$ cat config.mk
export PLATFORM = sky130hd
export DESIGN_NAME = gpio_banked
export DESIGN_NICKNAME = d
export VERILOG_FILES = /design/src/rtl/gpio_bank_pkg.sv /design/src/rtl/gpio_sync.sv /design/src/rtl/gpio_trig_detect.sv /design/src/rtl/gpio_bank.sv /design/src/rtl/gpio_banked.sv
export SDC_FILE = /design/constraint.sdc
export NUM_CORES = 2
export LEC_CHECK = 0
export BUFFER_PORTS_ARGS = -buffer_cell sky130_fd_sc_hd__buf_2
export CAP_MARGIN = 30
export CORE_UTILIZATION = 45
export CTS_CLUSTER_DIAMETER = 100
export DETAILED_ROUTE_END_ITERATION = 16
export GPL_TIMING_DRIVEN = 0
export PLACE_DENSITY = 0.66
export SLEW_MARGIN = 20
export SYNTH_ARGS = -nofsm -noshare
export SYNTH_HDL_FRONTEND = slang
export SYNTH_HIERARCHICAL = 1
export SYNTH_SLANG_ARGS = --single-unit
$ cat constraint.sdc
create_clock -name clk -period 4.95 [get_ports clk]
set_input_delay 0.495 -clock clk [delete_from_list [all_inputs] [get_ports clk]]
set_output_delay 0.495 -clock clk [all_outputs]
set_load 0.02 [all_outputs]
$ cat src/rtl/gpio_bank_pkg.sv
package gpio_bank_pkg;

  localparam int DATA_W   = 32;
  localparam int NUM_REGS = 8;

  typedef enum logic [1:0] {
    OP_WRITE = 2'd0,
    OP_SET   = 2'd1,
    OP_CLR   = 2'd2,
    OP_TOG   = 2'd3
  } wr_op_e;

  typedef enum int {
    RG_DRIVE = 0,
    RG_INPUT = 1,
    RG_DIR   = 2,
    RG_ROUTE = 3,
    RG_IEN   = 4,
    RG_STAT  = 5,
    RG_LVL   = 6,
    RG_POL   = 7
  } reg_code_e;

  // New register value after a write through one of the four ops.
  function automatic logic [DATA_W-1:0] op_apply(
    input logic [DATA_W-1:0] cur,
    input logic [DATA_W-1:0] wd,
    input wr_op_e            op
  );
    logic [DATA_W-1:0] res;
    case (op)
      OP_WRITE: res = wd;
      OP_SET:   res = cur | wd;
      OP_CLR:   res = cur & ~wd;
      default:  res = cur ^ wd;
    endcase
    return res;
  endfunction

  // Mask of the implemented pins for a bank with n pins.
  function automatic logic [DATA_W-1:0] pin_mask(input int n);
    logic [DATA_W-1:0] m;
    for (int i = 0; i < DATA_W; i++) m[i] = (i < n);
    return m;
  endfunction

endpackage

$ cat src/rtl/gpio_sync.sv
module gpio_sync #(
  parameter int W = 32
) (
  input  logic         clk,
  input  logic         rst_n,
  input  logic [W-1:0] async_in,
  output logic [W-1:0] sync_out
);
  logic [W-1:0] meta_q;
  logic [W-1:0] stable_q;

  always_ff @(posedge clk or negedge rst_n) begin
    if (!rst_n) begin
      meta_q   <= '0;
      stable_q <= '0;
    end else begin
      meta_q   <= async_in;
      stable_q <= meta_q;
    end
  end

  assign sync_out = stable_q;
endmodule

$ cat src/rtl/gpio_trig_detect.sv
module gpio_trig_detect #(
  parameter int W = 32
) (
  input  logic         clk,
  input  logic         rst_n,
  input  logic [W-1:0] smp,
  input  logic [W-1:0] route,
  input  logic [W-1:0] lvl,
  input  logic [W-1:0] pol,
  output logic [W-1:0] edge_hit,
  output logic [W-1:0] level_hit
);
  logic [W-1:0] prev_q;
  logic [W-1:0] rise;
  logic [W-1:0] fall;

  always_ff @(posedge clk or negedge rst_n) begin
    if (!rst_n) prev_q <= '0;
    else        prev_q <= smp;
  end

  assign rise      = smp & ~prev_q;
  assign fall      = ~smp & prev_q;
  // Code {pol,lvl}: 0 fall, 1 low, 2 rise, 3 high.
  assign edge_hit  = route & ~lvl & ((pol & rise) | (~pol & fall));
  assign level_hit = route & lvl & ~(smp ^ pol);
endmodule

$ cat src/rtl/gpio_bank.sv
module gpio_bank
  import gpio_bank_pkg::*;
#(
  parameter int PINS = 32
) (
  input  logic                       clk,
  input  logic                       rst_n,
  input  logic [DATA_W-1:0]          pad_in,
  input  logic [NUM_REGS-1:0]        wr_sel,
  input  wr_op_e                     op,
  input  logic [DATA_W-1:0]          wdata,
  output logic [NUM_REGS*DATA_W-1:0] regs_flat,
  output logic [DATA_W-1:0]          pad_out,
  output logic [DATA_W-1:0]          pad_oe,
  output logic                       irq
);
  localparam logic [DATA_W-1:0] IMPL = pin_mask(PINS);

  logic [DATA_W-1:0] smp;
  logic [DATA_W-1:0] edge_hit;
  logic [DATA_W-1:0] level_hit;
  logic [DATA_W-1:0] route_v, lvl_v, pol_v, ien_v, stat_v;

  gpio_sync #(.W(DATA_W)) u_sync (
    .clk      (clk),
    .rst_n    (rst_n),
    .async_in (pad_in),
    .sync_out (smp)
  );

  gpio_trig_detect #(.W(DATA_W)) u_det (
    .clk       (clk),
    .rst_n     (rst_n),
    .smp       (smp),
    .route     (route_v),
    .lvl       (lvl_v),
    .pol       (pol_v),
    .edge_hit  (edge_hit),
    .level_hit (level_hit)
  );

  for (genvar r = 0; r < NUM_REGS; r++) begin : g_reg
    if (r == int'(RG_INPUT)) begin : g_input
      logic unused_wr;
      assign unused_wr = wr_sel[r];
      assign regs_flat[r*DATA_W +: DATA_W] = smp & IMPL;
    end else if (r == int'(RG_STAT)) begin : g_stat
      logic [DATA_W-1:0] q;
      logic [DATA_W-1:0] wr_val;
      logic [DATA_W-1:0] dropped;
      logic [DATA_W-1:0] nxt;
      always_comb begin
        wr_val  = wr_sel[r] ? op_apply(q, wdata, op) : q;
        dropped = q & ~wr_val;
        // Edges survive a clear; a held level waits one cycle.
        nxt     = (wr_val | edge_hit | (level_hit & ~dropped)) & IMPL;
      end
      always_ff @(posedge clk or negedge rst_n) begin
        if (!rst_n) q <= '0;
        else        q <= nxt;
      end
      assign regs_flat[r*DATA_W +: DATA_W] = q;
    end else begin : g_cfg
      logic [DATA_W-1:0] q;
      always_ff @(posedge clk or negedge rst_n) begin
        if (!rst_n)         q <= '0;
        else if (wr_sel[r]) q <= op_apply(q, wdata, op) & IMPL;
      end
      assign regs_flat[r*DATA_W +: DATA_W] = q;
    end
  end

  assign route_v = regs_flat[int'(RG_ROUTE)*DATA_W +: DATA_W];
  assign lvl_v   = regs_flat[int'(RG_LVL)*DATA_W +: DATA_W];
  assign pol_v   = regs_flat[int'(RG_POL)*DATA_W +: DATA_W];
  assign ien_v   = regs_flat[int'(RG_IEN)*DATA_W +: DATA_W];
  assign stat_v  = regs_flat[int'(RG_STAT)*DATA_W +: DATA_W];
  assign pad_out = regs_flat[int'(RG_DRIVE)*DATA_W +: DATA_W];
  assign pad_oe  = regs_flat[int'(RG_DIR)*DATA_W +: DATA_W];
  assign irq     = |(stat_v & ien_v);
endmodule

$ cat src/rtl/gpio_banked.sv
module gpio_banked
  import gpio_bank_pkg::*;
#(
  parameter int                 BANKS      = 3,
  parameter int                 ADDR_W     = 12,
  parameter logic [BANKS*8-1:0] PIN_COUNTS = {8'd21, 8'd32, 8'd29}
) (
  input  logic                    clk,
  input  logic                    rst_n,
  input  logic [ADDR_W-1:0]       bus_addr,
  input  logic [DATA_W-1:0]       bus_wdata,
  input  logic                    bus_wr,
  input  logic                    bus_rd,
  output logic [DATA_W-1:0]       bus_rdata,
  input  logic [BANKS*DATA_W-1:0] pad_in,
  output logic [BANKS*DATA_W-1:0] pad_out,
  output logic [BANKS*DATA_W-1:0] pad_oe,
  output logic [BANKS-1:0]        irq
);
  localparam int RG_W = ADDR_W - 8;
  localparam int BK_W = 4;

  logic [RG_W-1:0]  rg_f;
  logic [BK_W-1:0]  bk_f;
  wr_op_e           op_f;
  logic             addr_ok;
  logic [DATA_W-1:0] rd_mux;

  logic [NUM_REGS-1:0]        wr_sel    [BANKS];
  logic [NUM_REGS*DATA_W-1:0] bank_regs [BANKS];

  // Flattened views used by the bound checker.
  logic [BANKS*DATA_W-1:0] din_all;
  logic [BANKS*DATA_W-1:0] stat_all;
  logic [BANKS*DATA_W-1:0] route_all;

  assign rg_f    = bus_addr[ADDR_W-1:8];
  assign bk_f    = bus_addr[7:4];
  assign op_f    = wr_op_e'(bus_addr[3:2]);
  assign addr_ok = (bus_addr[1:0] == 2'b00);

  always_comb begin
    for (int b = 0; b < BANKS; b++) begin
      for (int r = 0; r < NUM_REGS; r++) begin
        wr_sel[b][r] = bus_wr && addr_ok && (bk_f == BK_W'(b)) && (rg_f == RG_W'(r));
      end
    end
  end

  always_comb begin
    rd_mux = '0;
    for (int b = 0; b < BANKS; b++) begin
      for (int r = 0; r < NUM_REGS; r++) begin
        if (addr_ok && (bk_f == BK_W'(b)) && (rg_f == RG_W'(r)))
          rd_mux = bank_regs[b][r*DATA_W +: DATA_W];
      end
    end
  end

  always_ff @(posedge clk or negedge rst_n) begin
    if (!rst_n)      bus_rdata <= '0;
    else if (bus_rd) bus_rdata <= rd_mux;
  end

  for (genvar b = 0; b < BANKS; b++) begin : g_bank
    gpio_bank #(.PINS(int'(PIN_COUNTS[b*8 +: 8]))) u_bank (
      .clk       (clk),
      .rst_n     (rst_n),
      .pad_in    (pad_in[b*DATA_W +: DATA_W]),
      .wr_sel    (wr_sel[b]),
      .op        (op_f),
      .wdata     (bus_wdata),
      .regs_flat (bank_regs[b]),
      .pad_out   (pad_out[b*DATA_W +: DATA_W]),
      .pad_oe    (pad_oe[b*DATA_W +: DATA_W]),
      .irq       (irq[b])
    );
    assign din_all[b*DATA_W +: DATA_W]   = bank_regs[b][int'(RG_INPUT)*DATA_W +: DATA_W];
    assign stat_all[b*DATA_W +: DATA_W]  = bank_regs[b][int'(RG_STAT)*DATA_W +: DATA_W];
    assign route_all[b*DATA_W +: DATA_W] = bank_regs[b][int'(RG_ROUTE)*DATA_W +: DATA_W];
  end
endmodule

Word-level counts from Yosys, hierarchy flattened
Index checks and enable logic that the tools add are counted.
{"block": "word_totals", "latchBits": 0, "ramBits": 0, "memories": 0, "out_inout_bits": 227, "romBits": 0, "input_bits": 144, "register_bits": 852, "wordCells": 279}
{"block": "op_classes", "eq_ne": 11, "multipliers": 0, "shift": 0, "bitwise": 130, "n_reduce_logical": 59, "n_div": 0, "magnitude_cmp": 0, "n_addsub": 0, "mux": 48}
{"op": "$mux W32", "count": 23}
{"op": "$pmux W32 S3", "count": 7}
{"op": "$pmux W29 S3", "count": 7}
{"op": "$and A32 B32 Y32", "count": 18}
{"op": "$and A29 B29 Y29", "count": 18}
{"op": "$pmux W21 S3", "count": 7}
{"op": "$and A21 B21 Y21", "count": 18}
{"op": "$or A32 B32 Y32", "count": 10}
{"op": "$or A29 B29 Y29", "count": 10}
{"op": "$not A32 Y32", "count": 8}
{"op": "$xor A32 B32 Y32", "count": 8}
{"op": "$xor A29 B29 Y29", "count": 8}
{"op": "$or A21 B21 Y21", "count": 10}
{"op": "$not A29 Y29", "count": 7}
{"op": "$xor A21 B21 Y21", "count": 8}
{"op": "$not A21 Y21", "count": 7}
{"op": "$reduce_or A32 Y1", "count": 3}
{"op": "$mux W29", "count": 3}
{"op": "$logic_and A1 B1 Y1", "count": 52}
{"op": "$mux W21", "count": 1}
{"op": "$eq A4 B3 Y1 const B", "count": 4}
{"op": "$eq A4 B2 Y1 const B", "count": 3}
{"op": "$eq A4 B1 Y1 const B", "count": 2}
{"op": "$logic_not A4 Y1", "count": 2}
{"op": "3 further kinds", "count": 4}

Logic depth before layout (Yosys ltp)
{"block": "logic_depth", "word_depth": 27, "mapped_depth": 11, "depth_no_buf": 7}

By module
Netlist, hierarchy kept.
{"module": "gpio_bank (g_bank[1].u_bank)", "seq_area_each_um2": 5605.4, "area_each_um2": 21474.3, "n_inst": 1, "cells_per_inst": 2346}
{"module": "gpio_bank (g_bank[0].u_bank)", "seq_area_each_um2": 5079.9, "area_each_um2": 19321.0, "n_inst": 1, "cells_per_inst": 2155}
{"module": "gpio_bank (g_bank[2].u_bank)", "seq_area_each_um2": 3678.5, "area_each_um2": 15005.6, "n_inst": 1, "cells_per_inst": 1654}
{"module": "gpio_banked", "seq_area_each_um2": 800.8, "area_each_um2": 9252.6, "n_inst": 1, "cells_per_inst": 1411}
{"module": "gpio_trig_detect", "seq_area_each_um2": 800.8, "area_each_um2": 2162.1, "n_inst": 3, "cells_per_inst": 224}
{"module": "gpio_sync", "seq_area_each_um2": 1601.5, "area_each_um2": 1601.5, "n_inst": 3, "cells_per_inst": 64}

Least setup slack after synthesis
Ideal clock, no wire load.
{"block": "synth_timing", "kind": "input-to-reg", "from": "input port bus_addr[1]", "to": "register g_bank[0].u_bank.g_reg[5].g_stat.q[22]", "arrival_time_ns": 2.935, "n_path_buf": 4, "setup_time_ns": 0.139, "path_slack_ns": 1.876, "t_required_ns": 4.811, "stages": 10, "cell_sequence": "or4_1 > buf_4 > nor3_4 > buf_2 > nand2_1 > nor2_1 > clkbuf_2 > clkbuf_1 > o21ai_0 > or4_1"}
{"element": "start: declaration", "line": "gpio_banked.sv:10", "source": "input logic [ADDR_W-1:0] bus_addr,"}
{"element": "end signal: assignment", "line": "gpio_bank.sv:60", "source": "else q <= nxt;"}
{"element": "end: declaration", "line": "gpio_bank.sv:48", "source": "logic [DATA_W-1:0] q;"}

==> run metrics <==
worst reg2reg path depth=6; Area Overhead vs Synth=13.9%; Die X=between 400 and 500 um; worst r2r dst=bus_rdata[19]; initial DRC count=between 10000 and 15000; Cell Area, Synth=about 75000 um^2; CP Max Fanout=10; post-cts sizing count=0; mean post-synth cell area=9.00 um^2; Pint=around 14 mW; fmax=roughly 210 MHz; depth of the worst hold-timing path=3; wire length per cell=between 30 and 40 um; die area=168000 um^2; clock power share=about 43%; HPWL Detailed=approximately 270 mm; Initial Utilization=between 40% and 50%; Post-Synthesis Cells=8301; RSZ-0062 raised after global routing=no; vias in the first global route=68592; Remaining DRCs=0; Routed WL=around 370 mm; Final ANT Viol Nets=0; hold path endpoint=bus_rdata[14]; Final WS setup=165 ps; via count=between 70000 and 80000; max cap viols=0; Period Utilization, post-route=just under 100%; row count=around 150; gpl congestion=roughly 1.0; yosys warns=6; Leakage=39.4 nW; Post-CTS Setup Bufs=0; Logic pwr share=~20%; drt pass-1 iters=10; endpoints failing setup=0; antenna violations before repair=27; Required @ worst endpoint=5610 ps; Worst-path clk slew=about 60 ps; Final nets=between 10000 and 15000; switching power=around 6.7 mW; CTS Buf Count=111; normalized max-slew margin=~17%; endpoints failing hold=0; first-pass GRT wire length=516 mm; worst setup path startpoint=bus_addr[1]; Die Y=between 400 and 500 um; Fin Clk Skew=around 33 ps; crit path DAT=about 5400 ps; via/cell ratio=6.45; hold_sp=bus_rd; Max rail drop VDD=0.000379 V; startpoint types=input port; Post-Layout Cell Count=between 10000 and 15000; Slew Limit Fails=0; Core Area=~160000 um^2; sequential power share=37.1%; HP Class=in -> reg; FF-to-FF setup slack=roughly 1800 ps; GRT Util Overall=42.9%; pin count of the biggest net entering global routing=roughly 120; post-layout min period=4790 ps; number of buffers on the longest clock path=3; IO Count=371; share of layout cells above drive strength 1=18.5%; CTS Root Cell=clkbuf_16; pwr dens=roughly 240 nW/um^2; CTS Hold Buffers Added=slightly above 80; H-tree levels=3; Setup crit end kind=flip-flop; clock sink count=852; Placed Cells=10991; worst-margin pin slew=around 1200 ps; Switching Fraction=between 30% and 40%; I/O Buffers=around 330; Hold WS=around 190 ps; GR Overflow Total=0; type of the worst setup path=in -> reg; reg2reg start=g_bank[2].u_bank/u_sync/sync_out[19]; worst skew pair latency=810 ps; outcome=completed; Placement Setup Slack=-235 ps; CTS tree=yes
==> cell type report <==
| type | count | area, um^2 |
|---|---|---|
| antenna | 17 | 42.5 |
| buffer | 851 | 4800 |
| clock buffer | 152 | 3190 |
| clock inverter | 54 | 658 |
| fill | 15415 | 79800 |
| inverter | 663 | 2490 |
| multi-input combinational | 6073 | 46600 |
| sequential | 852 | 21300 |
| tap | 2189 | 2740 |
| timing repair buffer | 459 | 3170 |
==> worst max-delay path, stage by stage <==
cell and delay [ps]:
buf_2 120, or4_1 510, buf_4 220, nor2_1 510, clkbuf_1 730, nand2_1 300, nor2_1 920, clkbuf_1 880
o21ai_0 210, or4_1 510
==> through the flow <==
| stage | area [um^2] | util [%] | TNS, ps | total power [mW] |
|---|---|---|---|---|
| final | 85000 | 51.6 | 0 | 20.5 |
| after detailed placement | 80200 | 48.7 | -9270 | 11.5 |
| after global routing | 85000 | 51.6 | 0 | 21.0 |
| after CTS | 84900 | 51.5 | 0 | 20.3 |
| after global placement | 79600 | 48.3 | - | 11.3 |
| after floorplan | 75200 | - | 0 | 9.76 |
==> registers in the layout, indices dropped and copies added, names as in the netlist <==
name                           flops
g_bank.u_bank/u_sync/meta_q       82
g_bank.u_bank/u_sync/sync_out     82
bus_rdata                         32
g_bank.u_bank/u_det/prev_q        82
g_bank.u_bank/g.g_stat.q          82
g_bank.u_bank/g.g_cfg.q          328
g_bank.u_bank/pad_out             82
g_bank.u_bank/pad_oe              82
==> metal layers <==
layer | track usage [%] | share of wire, % | up-vias
li1 | - | - | 30454
met1 | 53.0 | 37 | 35831
met2 | 61.5 | 41 | 5220
met3 | 15.0 | 13 | 1386
met4 | 31.6 | 8.7 | 16
met5 | 0 | 0.027 | -
==> how the worst max path moves through the flow <==
stage	end	slack [ps]	depth (start not counted)
3_3_place_gp	g_bank[1].u_bank/u_sync/meta_q[10]	-17460	1
3_5_place_dp	g_bank[1].u_bank/g_reg[5].g_stat.q[22]	-240	10
4_1_cts	g_bank[1].u_bank/g_reg[5].g_stat.q[0]	580	10
6_report	g_bank[1].u_bank/g_reg[5].g_stat.q[0]	160	10
5_1_grt	g_bank[1].u_bank/g_reg[5].g_stat.q[23]	420	10
2_1_floorplan	g_bank[0].u_bank/g_reg[5].g_stat.q[22]	1890	10
==> power groups by stage <==
stage / Clock [mW] / Combinational, mW / Sequential [mW]
final: 8.91 / 4.00 / 7.62
after global routing: 9.16 / 4.19 / 7.63
after CTS: 8.94 / 3.81 / 7.60
after detailed placement: 0 / 3.73 / 7.72
after global placement: 0 / 3.57 / 7.72
after floorplan: 0 / 2.20 / 7.57
==> cell usage in the layout (no fill, tap or decap), types with 43 or more instances in the layout <==
cell type,instances
a211o_1,321
a211oi_1,267
a21oi_1,581
a22oi_1,68
a31oi_1,324
and3_1,88
buf_1,43
buf_2,471
buf_4,349
clkbuf_1,307
clkbuf_16,113
conb_1,140
dfrtp_1,852
dlygate4sd3_1,83
ha_1,1148
inv_1,660
mux2_2,527
mux2i_1,148
nand2_1,459
nand2b_1,147
nand3b_1,85
nor2_1,761
o21ai_0,317
o2bb2ai_1,67
or3b_1,82
or4_1,85
xnor2_1,82
No activity file was read; power rests on OpenSTA's default activity.
